[config.mk]
export PLATFORM = sky130hd
export DESIGN_NAME = fwd_pipe_top
export DESIGN_NICKNAME = d
export VERILOG_FILES = /design/src/rtl/fwd_pkg.sv /design/src/rtl/fwd_select.sv /design/src/rtl/fwd_opmux.sv /design/src/rtl/fwd_pipe_top.sv
export SDC_FILE = /design/constraint.sdc
export NUM_CORES = 1
export LEC_CHECK = 0
export ABC_CLOCK_PERIOD_IN_PS = 3100
export CORE_MARGIN = 8
export CORE_UTILIZATION = 56
export CTS_BUF_LIST = sky130_fd_sc_hd__clkbuf_16
export DETAILED_ROUTE_END_ITERATION = 10
export DONT_BUFFER_PORTS = 1
export GPL_TIMING_DRIVEN = 0
export HOLD_SLACK_MARGIN = 0.03
export PLACE_DENSITY = 0.82
export SYNTH_ARGS = -nofsm -noshare
export SYNTH_HDL_FRONTEND = slang
export SYNTH_SLANG_ARGS = --single-unit
[constraint.sdc]
create_clock -name clk -period 3.1 [get_ports clk]
set_input_delay 0.62 -clock clk [delete_from_list [all_inputs] [get_ports clk]]
set_output_delay 0.62 -clock clk [all_outputs]
set_load 0.05 [all_outputs]
[src/rtl/fwd_pkg.sv]
package fwd_pkg;

    // Operand source code; values are decoded by the operand multiplexer
    typedef enum logic [1:0] {
        SEL_RF    = 2'b00,
        SEL_MEMWB = 2'b01,
        SEL_EXMEM = 2'b10
    } fwd_sel_e;

endpackage

[src/rtl/fwd_select.sv]
module fwd_select #(
    parameter int RA_W = 5
) (
    input  logic [RA_W-1:0]   src,
    input  logic [RA_W-1:0]   near_rd,
    input  logic              near_we,
    input  logic [RA_W-1:0]   far_rd,
    input  logic              far_we,
    output fwd_pkg::fwd_sel_e sel
);
    localparam logic [RA_W-1:0] ZERO_REG = '0;

    logic near_hit;
    logic far_hit;

    always_comb begin
        near_hit = near_we && (near_rd != ZERO_REG) && (near_rd == src);
        far_hit  = far_we  && (far_rd  != ZERO_REG) && (far_rd  == src);
        // the nearer stage holds the newer value and takes priority
        if (near_hit) begin
            sel = fwd_pkg::SEL_EXMEM;
        end else if (far_hit) begin
            sel = fwd_pkg::SEL_MEMWB;
        end else begin
            sel = fwd_pkg::SEL_RF;
        end
    end
endmodule

[src/rtl/fwd_opmux.sv]
module fwd_opmux #(
    parameter int DATA_W = 32
) (
    input  logic [DATA_W-1:0] rf_val,
    input  logic [DATA_W-1:0] near_val,
    input  logic [DATA_W-1:0] far_val,
    input  fwd_pkg::fwd_sel_e sel,
    output logic [DATA_W-1:0] y
);
    always_comb begin
        unique case (sel)
            fwd_pkg::SEL_EXMEM: y = near_val;
            fwd_pkg::SEL_MEMWB: y = far_val;
            default:            y = rf_val;
        endcase
    end
endmodule

[src/rtl/fwd_pipe_top.sv]
module fwd_pipe_top #(
    parameter int RA_W   = 5,
    parameter int DATA_W = 32
) (
    input  logic              clk,
    input  logic              rst_n,
    input  logic [RA_W-1:0]   ex_rs1,
    input  logic [RA_W-1:0]   ex_rs2,
    input  logic [RA_W-1:0]   ex_rd,
    input  logic              ex_we,
    input  logic [DATA_W-1:0] ex_rf_a,
    input  logic [DATA_W-1:0] ex_rf_b,
    input  logic [DATA_W-1:0] ex_result,
    output logic [1:0]        sel_a,
    output logic [1:0]        sel_b,
    output logic [DATA_W-1:0] opnd_a,
    output logic [DATA_W-1:0] opnd_b
);
    localparam int NUM_SRC = 2;

    typedef struct packed {
        logic              we;
        logic [RA_W-1:0]   rd;
        logic [DATA_W-1:0] data;
    } stage_t;

    typedef struct packed {
        stage_t exmem;
        stage_t memwb;
    } pipe_t;

    pipe_t st_d;
    pipe_t st_q;

    always_comb begin
        st_d            = st_q;
        st_d.exmem.we   = ex_we;
        st_d.exmem.rd   = ex_rd;
        st_d.exmem.data = ex_result;
        st_d.memwb      = st_q.exmem;
    end

    always_ff @(posedge clk) begin
        if (!rst_n) begin
            st_q <= '0;
        end else begin
            st_q <= st_d;
        end
    end

    logic [RA_W-1:0]   src_num [NUM_SRC];
    logic [DATA_W-1:0] rf_val  [NUM_SRC];
    logic [DATA_W-1:0] opnd    [NUM_SRC];
    fwd_pkg::fwd_sel_e sel     [NUM_SRC];

    always_comb begin
        src_num[0] = ex_rs1;
        src_num[1] = ex_rs2;
        rf_val[0]  = ex_rf_a;
        rf_val[1]  = ex_rf_b;
    end

    for (genvar g = 0; g < NUM_SRC; g++) begin : g_src
        fwd_select #(.RA_W(RA_W)) u_sel (
            .src     (src_num[g]),
            .near_rd (st_q.exmem.rd),
            .near_we (st_q.exmem.we),
            .far_rd  (st_q.memwb.rd),
            .far_we  (st_q.memwb.we),
            .sel     (sel[g])
        );
        fwd_opmux #(.DATA_W(DATA_W)) u_mux (
            .rf_val   (rf_val[g]),
            .near_val (st_q.exmem.data),
            .far_val  (st_q.memwb.data),
            .sel      (sel[g]),
            .y        (opnd[g])
        );
    end

    always_comb begin
        sel_a  = sel[0];
        sel_b  = sel[1];
        opnd_a = opnd[0];
        opnd_b = opnd[1];
    end


    exmem_path_chk: assert property (@(posedge clk) disable iff (!rst_n)
        (sel_a == 2'b10) |-> (opnd_a == $past(ex_result)));


    memwb_path_chk: assert property (@(posedge clk) disable iff (!rst_n)
        (sel_b == 2'b01) |-> (opnd_b == st_q.memwb.data));


    newer_wins_chk: assert property (@(posedge clk) disable iff (!rst_n)
        (ex_rs1 != '0 && st_q.exmem.we && st_q.exmem.rd == ex_rs1
         && st_q.memwb.we && st_q.memwb.rd == ex_rs1) |-> (sel_a == 2'b10));


    zero_src_chk: assert property (@(posedge clk) disable iff (!rst_n)
        (ex_rs1 == '0) |-> (sel_a == 2'b00 && opnd_a == ex_rf_a));


    no_write_chk: assert property (@(posedge clk) disable iff (!rst_n)
        (!st_q.exmem.we && !st_q.memwb.we) |-> (sel_a == 2'b00 && sel_b == 2'b00));


    legal_code_chk: assert property (@(posedge clk) disable iff (!rst_n)
        (sel_a != 2'b11) && (sel_b != 2'b11));
endmodule

==> flow_metrics.tcl, run 1 <==
set metrics [dict create \
    status "finished with violations" \
    violations "negative setup slack" \
    firstDrtPassIters 5 \
    yosys.area_share.simple 0.308 \
    p_per_area_nw_per_um2 474 \
    placed_area_um2 4360 \
    cts_root_buf "clkbuf_16" \
    async_reset_ff_frac 0 \
    start_kind "flop" \
    drive_above_1_share 0.373 \
    relSlewSlack 0.470 \
    grt_pass1_wl_um 28000 \
    die_h_um 103 \
    synthMuxAreaShare 0 \
    clk_path_buf_depth 2 \
    cts_tree "yes" \
    leakagePower_nw 1.84 \
    fmax_mhz 319 \
    antenna_found_initial 0 \
    drt-wirelength-per-cell_um 30.1 \
    start_util 0.582 \
    yosysTopAreaCellShare 0.359 \
    io_pins 182 \
    route.vias.total 4858 \
    synth_top_family_by_area "simple AND/OR/NAND/NOR gates" \
    stdcell_count 646 \
    postSynthAreaPerCell_um2 8.12 \
    synth_nets 636 \
    antenna_cells 0 \
    synth_xor_area_frac 0.0413 \
    area_growth_pct 44.3 \
    hp-class "input port to flop" \
    yosysTopAreaCell "dfxtp_1" \
    clock_latency_ns 0.34 \
    crit_required_ns 2.48 \
    post_synth_instance_area_um2 4240 \
    cts.sinks 76 \
    synth_area_leaders "dfxtp_1 (36%), o31ai_1 (11%), and2_1 (11%), nand4_1 (9.7%), a31oi_1 (9.4%)" \
    wl_um 19500 \
    cts.clk_slew.worst_paths_ns 0.06 \
    port_buffers 0 \
    synth-edff-count 0 \
    num-fill-cells 421 \
    setup_tns_ns -0.122 \
    dpl.hpwl_um 11700 \
    gp_congestion 1.01 \
    rows 31 \
    worst_slack_ns -0.0321 \
    dieArea_um2 10600 \
    numCtsBuffers 9 \
    crit_path_end_kind "output port" \
    synth-seq-cells 76 \
    synth-compound-area-share 0.217 \
    die_w_um 103 \
    skew_ns 0.00191 \
    grt_max_degree 15 \
    synth.distinct_cells 23 \
    drv_cap 0 \
    synthCells 522 \
    grt_use_total 0.346 \
    ys.flop_type "dfxtp_1" \
    finalCritPeriodShare 1.01 \
    rsz0062_at_grt "true" \
    path_class "flop to output port" \
    grt_overflow_total 0 \
    path_max_fanout 10 \
    setup_viol 8 \
    placed_cells 621 \
    min_period_ns 3.13 \
    via_per_inst 7.52 \
    nets 656 \
    maxSlewViolCount 0 \
    ys_seq_area_frac 0.359 \
    yosysWarningCount 0 \
    tightest_slew_ns 0.790 \
    hold_viol_final 0 \
    ir_drop_mv 0.368 \
    postLayoutCellArea_um2 6120 \
    grt_pass1_vias 5040 \
    drc 0 \
    synth_adder_area_share 0 \
    htreeDepth 3 \
    coreArea_um2 7290 \
    drt-initial-drc-count 379 \
    cp.arrival_ns 2.51 \
    synthTopCellsByCount "and2_1 (76), dfxtp_1 (76), nand4_1 (66), nor3_1 (66)" \
    hold_buffers 0 \
    ant_nets 0 \
]
per-stage QoR:
stage               setup WS [ns]  power (W)   util  hold slack [ns]
finish                    -0.0321    0.00290  0.839            0.399
global route               -0.103    0.00295  0.839            0.401
CTS                      0.000824    0.00281  0.797            0.403
detailed placement         -0.479    0.00159  0.598            0.469
global placement           -0.522    0.00158  0.598            0.469
floorplan                  0.0514    0.00149      -            0.456
cells by family (layout without fill, tap and decap cells):
group,count (synthesis),after routing
buffers and inverters,74,99
flip-flops,76,76
AND/OR/NAND/NOR,220,220
AO/OA/AOI/OAI,132,132
XOR/XNOR,20,20
cell type report:
type,instances,area (um2),share of cell area
well taps,99,124,0.0202
multi-input cells,372,3630,0.594
repair buffers,15,113,0.0184
inverters,2,10.0,0.00164
flip-flops and latches,76,1530,0.250
clock buffers,9,225,0.0368
plain buffers,66,389,0.0636
clock inverters,7,98.8,0.0162
flip-flops by register name, indices dropped and copies added (netlist names):
register  flops
st_q         38
st_d         38
critical path: stages, from the launching register on:
cell and delay [ns]:
dfxtp_1 0.44, xor2_1 0.15, or3_1 0.38, clkbuf_1 0.20, clkbuf_2 0.27, o31ai_1 0.45, a31oi_4 0.28
where the power goes:
| part | switching, W | internal, W |
|---|---|---|
| Combinational | 0.000495 | 0.000191 |
| Sequential | 0.0000442 | 0.00102 |
| Clock | 0.000439 | 0.000710 |
| Total | 0.000978 | 0.00192 |
timing repair:
item                                    CTS  global route
endpoints found under the setup margin   66            66
buffers inserted                         12             3
pin swaps                                11            18
hold endpoints to repair                  0             0
gates resized for setup                 157           106
cells in the final DEF (no fill, tap or decap), types with 2 or more instances in the layout:
cell type  instances
a31oi_2            2
a31oi_4           62
and2_1            76
buf_1              2
buf_2              7
buf_4             21
buf_6             10
bufinv_16          2
clkbuf_1          17
clkbuf_16          9
clkbuf_2          22
clkbuf_4           2
dfxtp_1           73
dfxtp_2            2
inv_6              2
nand4_1           66
nor2_1             2
nor3_1            64
nor3_2             2
nor4_4             2
o211ai_4           2
o31ai_1           20
o31ai_2           44
or2_1              2
or2_2              2
or3_1              2
or4_4              2
xnor2_1            8
xnor2_2            2
xor2_1            10
final timing paths:
path | end | from | slack, ns | depth (start not counted)
worst max-delay path | opnd_b[8] | st_q[36] | -0.03 | 6
worst min-delay path | st_d[34] | ex_rd[2] | 0.40 | 1
worst max register to register | st_q[36] | st_d[36] | 2.37 | 2
worst min register to register | st_q[11] | st_d[11] | 0.51 | 1
metal layers:
layer  wire length (um)  global-route usage  vias up
met5                  0                   0        -
met1               6880               0.381     2311
li1                   -                   -     2035
met2               9340               0.574      400
met4               1160               0.194        0
met3               2100               0.114      112
Power figures use the tool's default switching activity.
==> run 2: changes to the inputs <==
--- a/config.mk
+++ b/config.mk
@@ -11,6 +11,7 @@
 export CTS_BUF_LIST = sky130_fd_sc_hd__clkbuf_16
 export DETAILED_ROUTE_END_ITERATION = 10
 export DONT_BUFFER_PORTS = 1
+export GPL_ROUTABILITY_DRIVEN = 0
 export GPL_TIMING_DRIVEN = 0
 export HOLD_SLACK_MARGIN = 0.03
 export PLACE_DENSITY = 0.82
==> run 2 against run 1 <==
Effect of this change: flip-flop and latch count unchanged; count of clock-buffer cells in the layout unchanged; design area decreased by 1.5%; core utilization decreased by 1.2 points; clock skew increased by 0.0086 ns; clock power decreased by 8%; first-iteration DRC count increased by 20%; critical path type unchanged; via count about the same; the flow still finishes with violations (negative setup slack); power decreased by 3.5%; non-clock buffer count increased by 3.
==> flow_metrics.tcl, run 2 (synthesis results as in run 1) <==
set metrics [dict create \
    status "finished with violations" \
    violations "negative setup slack" \
    grt_pass1_vias 4951 \
    relSlewSlack 0.465 \
    grt_use_total 0.343 \
    drc 0 \
    min_period_ns 3.12 \
    dieArea_um2 10600 \
    grt_pass1_wl_um 27800 \
    dpl.hpwl_um 11700 \
    drt-wirelength-per-cell_um 29.1 \
    cp_slowest_cell "or4_1" \
    skew_ns 0.0105 \
    path_max_fanout 10 \
    cts_root_buf "clkbuf_16" \
    wl_um 18900 \
    clock_latency_ns 0.34 \
    path_class "flop to output port" \
    coreArea_um2 7290 \
    start_kind "flop" \
    crit_path_end_kind "output port" \
    route.vias.total 4854 \
    start_util 0.582 \
    nets 659 \
    placed_area_um2 4360 \
    power_frac_clock 0.379 \
    switchingPower_w 0.000962 \
    maxSlewViolCount 0 \
    clk_path_buf_depth 2 \
    total_power_w 0.00280 \
    critPathMaxStageDelay_ns 0.60 \
    grt_overflow_total 0 \
    firstDrtPassIters 5 \
    drv_cap 0 \
    final_core_util 0.827 \
    finalCritPeriodShare 1.01 \
    grt_max_degree 15 \
    fmax_mhz 321 \
    tightest_slew_ns 0.797 \
    antenna_found_initial 0 \
    cts_tree "yes" \
    rsz0062_at_grt "true" \
    via_per_inst 7.48 \
    ant_nets 0 \
    netSwitchingFraction 0.343 \
    register_area_um2 1530 \
    drive_above_1_share 0.342 \
    area_growth_pct 42.2 \
    final_common_cell "and2_1" \
    leakagePower_nw 1.81 \
    ir_drop_mv 0.333 \
    antenna_cells 0 \
    p_comb_frac 0.241 \
    multiInputGateArea_um2 3550 \
    num-fill-cells 427 \
    htreeDepth 3 \
    die_h_um 103 \
    rows 31 \
    postLayoutCellArea_um2 6030 \
    intPower_w 0.00184 \
    final_cell_mix "and2_1 (76), dfxtp_1 (73), nand4_1 (66)" \
    port_buffers 0 \
    p_seq_frac 0.381 \
    cts.sinks 76 \
    cp_top_family "compound AO/OA/AOI/OAI gates" \
    hold_viol_final 0 \
    die_w_um 103 \
    setup_viol 4 \
    cp_cell_sequence "or4_1, o21ai_2, buf_4, clkbuf_4, o31ai_1, a31oi_4" \
    worst_slack_ns -0.0199 \
    cp.arrival_ns 2.50 \
    drt-initial-drc-count 456 \
    io_pins 182 \
    crit_required_ns 2.48 \
    cts.clk_slew.worst_paths_ns 0.07 \
    numCtsBuffers 9 \
    hp-class "input port to flop" \
    crit_buf_inv 2 \
    place_ws_ns -0.511 \
    p_per_area_nw_per_um2 465 \
]
-- run 2: cell types whose count changed in the layout (fill, tap and decap cells not counted), sizes merged --
cell,before,now
bufinv,2,1
clkbuf,50,53
clkinv,2,3
-- run 2: power groups by stage --
stage / combinational (W) / clock [W] / sequential (W)
3_3_place_gp: 0.000500 / 0 / 0.00108
3_5_place_dp: 0.000508 / 0 / 0.00108
5_1_grt: 0.000697 / 0.00110 / 0.00107
6_report: 0.000674 / 0.00106 / 0.00107
4_1_cts: 0.000614 / 0.00105 / 0.00106
2_1_floorplan: 0.000422 / 0 / 0.00107
-- run 2: path summary, 6_finish.rpt --
check / endpoint / slack [ns] / from / depth (start not counted)
worst max-delay path: opnd_a[1] / -0.02 / st_q[32] / 6
worst min-delay path: st_d[22] / 0.40 / ex_result[22] / 1
worst max register to register: st_q[36] / 2.40 / st_d[36] / 2
worst min register to register: st_q[22] / 0.50 / st_d[22] / 1
-- run 2: worst register-to-register path: stages (launching register included) --
cell and delay [ns]:
dfxtp_2 0.32, buf_4 0.14, and2_1 0.14
-- run 2: through the flow --
step / setup TNS (ns) / hold WS, ns / instances
floorplan: 0 / 0.456 / 522
global placement: -25.81 / 0.470 / 621
detailed placement: -25.94 / 0.473 / 621
CTS: -0.00495 / 0.404 / 645
global route: -0.569 / 0.401 / 649
finish: -0.0571 / 0.405 / 649
-- run 2: layer usage --
metal	GRT usage	vias up	share of wire
met4	0.196	0	0.065
met2	0.556	434	0.47
li1	-	2042	-
met5	0	-	0
met1	0.388	2260	0.35
met3	0.112	118	0.12
-- run 2: what timing repair did --
action / CTS / global route
gates resized for setup: 157 / 92
pin swaps: 10 / 16
hold buffers: 0 / 0
buffers inserted: 10 / 4
hold endpoints to repair: 0 / 0
endpoints found under the setup margin: 66 / 64
-- run 2: final cells by class --
type                       instances  area share
multi-input combinational        372       0.589
sequential                        76       0.253
buffer                            70      0.0695
clock buffer                       9      0.0373
tap                               99      0.0205
timing repair buffer              14      0.0174
clock inverter                     7      0.0122
inverter                           2     0.00124
